--- src/rtl/pwb_pkg.sv ---
package pwb_pkg;
    localparam int DW     = 8;
    localparam int SLOTS  = 4;
    localparam int LEVELS = 4;
    localparam int AW     = 3;
    localparam int SLOT_W = $clog2(SLOTS);
    localparam int LVL_W  = $clog2(LEVELS);
    localparam int SW     = 1 + LVL_W;
    localparam logic [AW-1:0] STATUS_ADDR = 3'd7;

    typedef logic [SLOTS-1:0][DW-1:0]              row_t;
    typedef logic [LEVELS-1:0][SLOTS-1:0][DW-1:0]  bank_t;

    typedef struct packed {
        logic [SW-1:0]    status;
        row_t             wcr;
        bank_t            dr;
        row_t             stage;
        logic [SLOTS-1:0] stage_v;
        logic [DW-1:0]    rdata;
    } state_t;
endpackage

--- src/rtl/pwb_addr_ptr.sv ---
module pwb_addr_ptr
    import pwb_pkg::*;
(
    input  logic          clk,
    input  logic          rst_n,
    input  logic          load,
    input  logic [AW-1:0] load_addr,
    input  logic          step,
    output logic [AW-1:0] ptr
);
    logic [AW-1:0] ptr_d, ptr_q;

    always_comb begin
        ptr_d = ptr_q;
        if (load) begin
            ptr_d = load_addr;
        end else if (step && (ptr_q < AW'(SLOTS))) begin
            ptr_d = (ptr_q == AW'(SLOTS - 1)) ? '0 : ptr_q + AW'(1);
        end
    end

    always_ff @(posedge clk or negedge rst_n) begin
        if (!rst_n) ptr_q <= '0;
        else        ptr_q <= ptr_d;
    end

    assign ptr = ptr_q;

    // last slot wraps to the first
    a_r7_wrap: assert property (@(posedge clk) disable iff (!rst_n)
        (step && !load && ptr_q == AW'(SLOTS - 1)) |=> (ptr_q == '0));

    // status address does not advance
    a_r7_status_hold: assert property (@(posedge clk) disable iff (!rst_n)
        (step && !load && ptr_q == STATUS_ADDR) |=> (ptr_q == STATUS_ADDR));
endmodule

--- src/rtl/pwb_nv_timer.sv ---
module pwb_nv_timer #(
    parameter int CYCLES = 20
) (
    input  logic clk,
    input  logic rst_n,
    input  logic start,
    output logic busy
);
    localparam int CNT_W = $clog2(CYCLES + 1);

    logic [CNT_W-1:0] cnt_d, cnt_q;

    always_comb begin
        cnt_d = cnt_q;
        if (start)               cnt_d = CNT_W'(CYCLES);
        else if (cnt_q != '0)    cnt_d = cnt_q - CNT_W'(1);
    end

    always_ff @(posedge clk or negedge rst_n) begin
        if (!rst_n) cnt_q <= '0;
        else        cnt_q <= cnt_d;
    end

    assign busy = (cnt_q != '0);

    // a commit raises busy on the next cycle
    a_r9_busy_start: assert property (@(posedge clk) disable iff (!rst_n)
        start |=> busy);
endmodule

--- src/rtl/pwb_rd_mux.sv ---
module pwb_rd_mux
    import pwb_pkg::*;
(
    input  logic [AW-1:0] ptr,
    input  logic [SW-1:0] status,
    input  row_t          wcr,
    input  bank_t         dr,
    output logic [DW-1:0] rd_val
);
    logic [SLOT_W-1:0] slot;
    logic [LVL_W-1:0]  lvl;

    assign slot = ptr[SLOT_W-1:0];
    assign lvl  = status[SW-1:1];

    always_comb begin
        rd_val = '0;
        if (ptr == STATUS_ADDR) begin
            rd_val = DW'(status);
        end else if (ptr < AW'(SLOTS)) begin
            rd_val = status[0] ? dr[lvl][slot] : wcr[slot];
        end
    end
endmodule

--- src/rtl/pwb_top.sv ---
module pwb_top
    import pwb_pkg::*;
#(
    parameter int NV_CYCLES = 20
) (
    input  logic                clk,
    input  logic                rst_n,
    input  logic                addr_ld,
    input  logic [AW-1:0]       addr_in,
    input  logic                wr_stb,
    input  logic [DW-1:0]       wr_data,
    input  logic                rd_stb,
    output logic [DW-1:0]       rd_data,
    input  logic                stop_evt,
    input  logic                wp_ok,
    output logic                busy,
    output logic [SLOTS*DW-1:0] wiper_vals
);
    state_t s_d, s_q;

    logic [AW-1:0]     ptr;
    logic [DW-1:0]     rd_val;
    logic              acc_ok;
    logic              is_slot;
    logic [SLOT_W-1:0] slot;
    logic [LVL_W-1:0]  lvl;
    logic [LVL_W-1:0]  new_lvl;
    logic              commit;
    logic              step;

    assign acc_ok  = !busy;
    assign is_slot = (ptr < AW'(SLOTS));
    assign slot    = ptr[SLOT_W-1:0];
    assign lvl     = s_q.status[SW-1:1];
    assign new_lvl = wr_data[SW-1:1];
    assign commit  = acc_ok && stop_evt && (|s_q.stage_v) && wp_ok;
    assign step    = acc_ok && (wr_stb || rd_stb) && is_slot;

    pwb_addr_ptr u_ptr (
        .clk       (clk),
        .rst_n     (rst_n),
        .load      (acc_ok && addr_ld),
        .load_addr (addr_in),
        .step      (step),
        .ptr       (ptr)
    );

    pwb_nv_timer #(.CYCLES(NV_CYCLES)) u_timer (
        .clk   (clk),
        .rst_n (rst_n),
        .start (commit),
        .busy  (busy)
    );

    pwb_rd_mux u_mux (
        .ptr    (ptr),
        .status (s_q.status),
        .wcr    (s_q.wcr),
        .dr     (s_q.dr),
        .rd_val (rd_val)
    );

    always_comb begin
        s_d = s_q;
        if (acc_ok && wr_stb) begin
            if (ptr == STATUS_ADDR) begin
                s_d.status = wr_data[SW-1:0];
                if (wr_data[0]) begin
                    for (int j = 0; j < SLOTS; j++) begin
                        s_d.wcr[j] = s_q.dr[new_lvl][j];
                    end
                end
            end else if (is_slot) begin
                if (!s_q.status[0]) begin
                    s_d.wcr[slot] = wr_data;
                end else begin
                    for (int j = 0; j < SLOTS; j++) begin
                        s_d.wcr[j] = s_q.stage_v[j] ? s_q.stage[j] : s_q.dr[lvl][j];
                    end
                    s_d.wcr[slot]     = wr_data;
                    s_d.stage[slot]   = wr_data;
                    s_d.stage_v[slot] = 1'b1;
                end
            end
        end else if (acc_ok && rd_stb) begin
            s_d.rdata = rd_val;
            if (is_slot && s_q.status[0]) begin
                s_d.wcr[slot] = s_q.dr[lvl][slot];
            end
        end
        if (acc_ok && stop_evt) begin
            if (commit) begin
                for (int j = 0; j < SLOTS; j++) begin
                    if (s_q.stage_v[j]) s_d.dr[lvl][j] = s_q.stage[j];
                end
            end
            s_d.stage_v = '0;
        end
    end

    always_ff @(posedge clk or negedge rst_n) begin
        if (!rst_n) s_q <= '0;
        else        s_q <= s_d;
    end

    assign rd_data    = s_q.rdata;
    assign wiper_vals = s_q.wcr;

    // events during busy change nothing
    a_r10_busy_freeze: assert property (@(posedge clk) disable iff (!rst_n)
        busy |=> ($stable(wiper_vals) && $stable(s_q.dr) && $stable(s_q.status)));

    // write-protected STOP leaves stored registers alone
    a_r8_wp_discard: assert property (@(posedge clk) disable iff (!rst_n)
        (stop_evt && !wp_ok) |=> $stable(s_q.dr));

    // wiper-mode slot write touches no stored register nor status
    a_r4_wcr_only: assert property (@(posedge clk) disable iff (!rst_n)
        (!busy && wr_stb && is_slot && !s_q.status[0]) |=> ($stable(s_q.dr) && $stable(s_q.status)));

    // status copy lands on the wiper outputs
    a_r3_row_copy: assert property (@(posedge clk) disable iff (!rst_n)
        (!busy && wr_stb && ptr == STATUS_ADDR && wr_data[0])
            |=> (wiper_vals == $past(s_q.dr[new_lvl])));

    // unused addresses read as zero
    a_r1_unused_read: assert property (@(posedge clk) disable iff (!rst_n)
        (!busy && rd_stb && !wr_stb && !is_slot && ptr != STATUS_ADDR) |=> (rd_data == '0));
endmodule

--- config.mk ---
export PLATFORM = sky130hd
export DESIGN_NAME = pwb_top
export DESIGN_NICKNAME = d
export VERILOG_FILES = /design/src/rtl/pwb_pkg.sv /design/src/rtl/pwb_addr_ptr.sv /design/src/rtl/pwb_nv_timer.sv /design/src/rtl/pwb_rd_mux.sv /design/src/rtl/pwb_top.sv
export SDC_FILE = /design/constraint.sdc
export NUM_CORES = 1
export LEC_CHECK = 0
export BUFFER_PORTS_ARGS = -buffer_cell sky130_fd_sc_hd__buf_2
export CAP_MARGIN = 10
export CORE_ASPECT_RATIO = 1.1
export CORE_MARGIN = 5
export CORE_UTILIZATION = 40
export DETAILED_ROUTE_END_ITERATION = 8
export PLACE_DENSITY_LB_ADDON = 0.3
export RECOVER_POWER = 50
export SLEW_MARGIN = 40
export SYNTH_ARGS = -nofsm -noshare
export SYNTH_HDL_FRONTEND = slang
export SYNTH_SLANG_ARGS = --single-unit
--- constraint.sdc ---
create_clock -name clk -period 6.1 [get_ports clk]
set_input_delay 0.305 -clock clk [delete_from_list [all_inputs] [get_ports clk]]
set_output_delay 0.305 -clock clk [all_outputs]
set_load 0.02 [all_outputs]
==> flow_summary.html <==
<table>
<tr><th>Metric</th><th>Value</th></tr>
<tr><th colspan="2">Clock network</th></tr>
<tr><td>Clock tree from TritonCTS</td><td>yes</td></tr>
<tr><td>Post-cts gate resize count</td><td>0</td></tr>
<tr><td>Number of H-tree levels</td><td>1</td></tr>
<tr><td>Setup fix buffers added after clock tree synthesis</td><td>0</td></tr>
<tr><td>Clock-pin slew reported for the worst setup and hold paths after clock tree synthesis</td><td>0.06 ns</td></tr>
<tr><td>Count of hold-fix buffers inserted at cts</td><td>1</td></tr>
<tr><td>Clock Tree Root</td><td>sky130_fd_sc_hd__clkbuf_16</td></tr>
<tr><td>Sinks on the clock net</td><td>215</td></tr>
<tr><td>Clk buf depth</td><td>3</td></tr>
<tr><td>Insertion delay to the later sink of the worst-skew pair</td><td>0.53 ns</td></tr>
<tr><td>Clock buffers created by TritonCTS</td><td>25</td></tr>
<tr><th colspan="2">Finish</th></tr>
<tr><td>Area Overhead vs Synth</td><td>7.87%</td></tr>
<tr><td>Commonest cells after routing, fill and taps aside</td><td>sky130_fd_sc_hd__dfrtp_1 (211), sky130_fd_sc_hd__mux2i_1 (137), sky130_fd_sc_hd__mux2_2 (112), sky130_fd_sc_hd__nand2_1 (63), sky130_fd_sc_hd__nor2_1 (47)</td></tr>
<tr><td>Post-layout net count</td><td>1,075</td></tr>
<tr><td>Number of inserted diodes</td><td>0</td></tr>
<tr><td>Fraction of final layout cells sized beyond drive strength 1</td><td>23.5%</td></tr>
<tr><td>Filler Cells Inserted</td><td>2,945</td></tr>
<tr><td>Most common cell after layout, fill and taps aside</td><td>sky130_fd_sc_hd__dfrtp_1</td></tr>
<tr><th colspan="2">Synth</th></tr>
<tr><td>Count of flip-flops with a built-in enable after synthesis</td><td>0</td></tr>
<tr><td>Most frequently used flop master after synthesis</td><td>sky130_fd_sc_hd__dfrtp_1</td></tr>
<tr><td>Syn Std Cell Area</td><td>0.0126 mm²</td></tr>
<tr><td>Syn Nets</td><td>1,103</td></tr>
<tr><td>Part of the Yosys area used for sequential elements</td><td>42.7%</td></tr>
<tr><td>Synth warn</td><td>0</td></tr>
<tr><td>Fraction of synthesis flops using an asynchronous set or reset pin</td><td>100%</td></tr>
<tr><td>Number of instances in the synthesized netlist</td><td>1,080</td></tr>
<tr><td>Number of distinct library cells after synthesis</td><td>56</td></tr>
<tr><td>Post-Synthesis Mean Instance Area</td><td>11.7 µm²</td></tr>
<tr><td>Flop and latch count out of synthesis</td><td>215</td></tr>
<tr><th colspan="2">Detailed routing</th></tr>
<tr><td># DRC</td><td>0</td></tr>
<tr><td>Detailed-router iteration count before antenna repair</td><td>6</td></tr>
<tr><td>Routed Antenna Nets</td><td>0</td></tr>
<tr><td>Final routed wirelength across all metal layers</td><td>37,700 µm</td></tr>
<tr><td>Vias after detailed routing</td><td>9,222</td></tr>
<tr><td>Mean routed wirelength per cell</td><td>25.4 µm</td></tr>
<tr><td>Detailed-route vias per instance</td><td>6.20</td></tr>
<tr><td>Number of DRC violations after detailed-routing iteration 0</td><td>922</td></tr>
<tr><th colspan="2">Critical path</th></tr>
<tr><td>Number of cells on the worst reg-to-reg path</td><td>8</td></tr>
<tr><td>Reg2reg setup slack</td><td>2.72 ns</td></tr>
<tr><td>Critical path startpoint category</td><td>input port</td></tr>
<tr><td>Crit Reg-Reg Startpoint</td><td>u_ptr.ptr[1]</td></tr>
<tr><td>Crit path required time</td><td>6.09 ns</td></tr>
<tr><td>Critical path endpoint category</td><td>asynchronous set/reset pin</td></tr>
<tr><td>CP Launch Point</td><td>rst_n</td></tr>
<tr><td>Crit path capture</td><td>wiper_vals[7]</td></tr>
<tr><td>Worst setup path class</td><td>input port to asynchronous set/reset pin</td></tr>
<tr><td>Largest fanout on the critical path</td><td>91</td></tr>
<tr><td>Endpoint of the worst-slack reg-to-reg timing path</td><td>wiper_vals[3]</td></tr>
<tr><td>Arrival time at the worst endpoint</td><td>3.63 ns</td></tr>
<tr><th colspan="2">Power</th></tr>
<tr><td>Leakage power</td><td>5.71 nW</td></tr>
<tr><td>Switching share of power</td><td>33.4%</td></tr>
<tr><td>Fraction of power consumed by combinational cells</td><td>22.9%</td></tr>
<tr><td>Power dissipated by switching net loads</td><td>0.00139 W</td></tr>
<tr><td>PD cells</td><td>306 mW/mm²</td></tr>
<tr><td>Sequential Power Share</td><td>41.2%</td></tr>
<tr><td>Part of the power in the clock network</td><td>35.8%</td></tr>
<tr><td>Internal cell power</td><td>0.00277 W</td></tr>
<tr><td>Worst ir drop on vdd</td><td>0.000149 V</td></tr>
<tr><th colspan="2">Placed design</th></tr>
<tr><td>Count of input and output buffers</td><td>58</td></tr>
<tr><td>Post-DP HPWL</td><td>25,400 µm</td></tr>
<tr><td>Pre-CTS worst setup slack</td><td>2.49 ns</td></tr>
<tr><td>Final RePlAce weighted congestion</td><td>0.896</td></tr>
<tr><th colspan="2">Timing</th></tr>
<tr><td>Post-route worst setup slack</td><td>2.46 ns</td></tr>
<tr><td>Least-Margin Pin Slew</td><td>2.95 ns</td></tr>
<tr><td>Setup TNS</td><td>0 ns</td></tr>
<tr><td>Min Clock Period, post-route</td><td>3.64 ns</td></tr>
<tr><td>Fmax achieved</td><td>0.275 GHz</td></tr>
<tr><td>Crit share post-route</td><td>59.6%</td></tr>
<tr><td>Setup repair after global routing missed its margin</td><td>no</td></tr>
<tr><td>Final Hold Vio Count</td><td>0</td></tr>
<tr><td>Max-slew violation total from the final report</td><td>54</td></tr>
<tr><td>Maximum clock skew at final layout</td><td>0.0151 ns</td></tr>
<tr><td>Number of endpoints failing setup at the final stage</td><td>0</td></tr>
<tr><td>Relative slew slack</td><td>-96.8%</td></tr>
<tr><th colspan="2">Die</th></tr>
<tr><td>Area of the die</td><td>0.0352 mm²</td></tr>
<tr><td>Core Box Area</td><td>0.0312 mm²</td></tr>
<tr><td>Height of the die</td><td>196 µm</td></tr>
<tr><td>Width of the chip</td><td>179 µm</td></tr>
<tr><td># rows</td><td>68</td></tr>
<tr><td>I/O pin count</td><td>59</td></tr>
<tr><td>Initial standard-cell utilization of the core</td><td>40.4%</td></tr>
<tr><th colspan="2">Run status</th></tr>
<tr><td>Status</td><td>finished, violations left</td></tr>
<tr><td>Violations in the final reports</td><td>max-capacitance violations, max-slew violations</td></tr>
<tr><th colspan="2">Global routing</th></tr>
<tr><td>Total Routing Usage GR</td><td>21.3%</td></tr>
<tr><td>Overall overflow remaining after global route</td><td>0</td></tr>
<tr><td>Via count of the first global-routing pass</td><td>9,010</td></tr>
<tr><td>Maximum number of pins on one net before global-route repair</td><td>92</td></tr>
<tr><td>Global-route wire length before repair</td><td>57,800 µm</td></tr>
<tr><td>Initial antenna violation count</td><td>2</td></tr>
<tr><th colspan="2">Flow run</th></tr>
<tr><td>Max capacitance violation total</td><td>1</td></tr>
<tr><th colspan="2">Worst hold path</th></tr>
<tr><td>Path category of the worst min-delay check</td><td>input port to register</td></tr>
</table>
[per-stage QoR]
step | util (%) | total power [W] | hold WS, ns | std cells | cell area [µm²]
6_report | 43.6 | 0.00416 | 0.0176 | 1488 | 13600
3_5_place_dp | 41.1 | 0.00268 | 0.372 | 1444 | 12800
2_1_floorplan | - | 0.00244 | 0.00941 | 1080 | 12600
5_1_grt | 43.6 | 0.00432 | 0.0271 | 1488 | 13600
3_3_place_gp | 41.0 | 0.00266 | 0.367 | 1443 | 12800
4_1_cts | 43.7 | 0.00418 | 0.00357 | 1488 | 13700
[final cells by class]
class	instances	area (µm²)	area share [%]
Multi-Input combinational cell	722	6450	47.4
Sequential cell	215	5390	39.6
Clock buffer	39	768	5.65
Tap cell	420	526	3.86
Timing Repair Buffer	69	350	2.58
Inverter	19	71.3	0.524
Clock inverter	4	47.5	0.349
[Yosys cell counts, drive strengths merged (3+ instances only)]
cell type | count | area share (%)
a211oi | 6 | 0.36
o2bb2ai | 8 | 0.56
ha | 5 | 0.50
nor2 | 48 | 1.4
nand4bb | 3 | 0.27
mux4 | 28 | 5.0
nand3 | 15 | 1.5
or4b | 4 | 0.32
a2111oi | 9 | 0.63
nand4 | 4 | 0.40
and3b | 4 | 0.28
nor3 | 13 | 0.52
o21ai | 59 | 2.3
mux2i | 142 | 12
a21oi | 14 | 0.56
nand2 | 65 | 2.0
o211ai | 23 | 1.5
inv | 19 | 0.57
clkbuf | 42 | 1.2
mux2 | 136 | 12
nand3b | 3 | 0.18
and3 | 7 | 0.35
dfrtp | 215 | 43
a22oi | 39 | 2.3
buf | 82 | 4.5
a221oi | 4 | 0.28
a221o | 43 | 3.4
o22ai | 23 | 1.1
[routing by layer]
| layer | part of all wire, % | GRT usage, % |
|---|---|---|
| met1 | 43 | 30.7 |
| met2 | 44 | 31.7 |
| met3 | 9.4 | 4.26 |
| met5 | 0.019 | 0 |
| met4 | 3.8 | 7.73 |
[state kept, by name, summed over array words and instances, names as in the netlist]
register	flops
lvl	2
rd_data	8
s_q	165
u_ptr.ptr	3
u_timer.cnt_q	5
wiper_vals	32
[worst min-delay path by stage]
| stage | start | end | slack (ns) | depth (start not counted) |
|---|---|---|---|---|
| detailed placement | rst_n | s_q[24] | 0.37 | 1 |
| CTS | addr_in[2] | u_ptr.ptr[2] | 0.004 | 2 |
| floorplan | rst_n | lvl[0] | 0.009 | 0 |
| global placement | rst_n | s_q[24] | 0.37 | 1 |
| finish | addr_in[2] | u_ptr.ptr[2] | 0.02 | 2 |
| global route | addr_in[2] | u_ptr.ptr[2] | 0.03 | 2 |
[logic make-up (layout without fill, tap and decap cells)]
| family | count (synthesis) | in the layout | share of synthesized area [%] |
|---|---|---|---|
| AO/OA/AOI/OAI | 235 | 235 | 13.6 |
| buffers and inverters | 143 | 131 | 6.29 |
| adder cells (fa/ha/maj) | 5 | 5 | 0.496 |
| flip-flops | 215 | 215 | 42.7 |
| AND/OR/NAND/NOR | 176 | 176 | 7.84 |
| multiplexers | 306 | 306 | 29.1 |
[power by group through the flow]
stage | clock network (W) | logic (W) | registers (W)
detailed placement | 0 | 0.000952 | 0.00173
floorplan | 0 | 0.000863 | 0.00157
finish | 0.00149 | 0.000955 | 0.00172
global placement | 0 | 0.000909 | 0.00175
CTS | 0.00152 | 0.000953 | 0.00171
global route | 0.00157 | 0.00102 | 0.00173
[critical path, cell delays in order]
cell	delay [ns]
sky130_fd_sc_hd__dlygate4sd3_1	0.56
sky130_fd_sc_hd__buf_8	0.48
sky130_fd_sc_hd__clkbuf_1	2.13
Power figures use the tool's default switching activity.
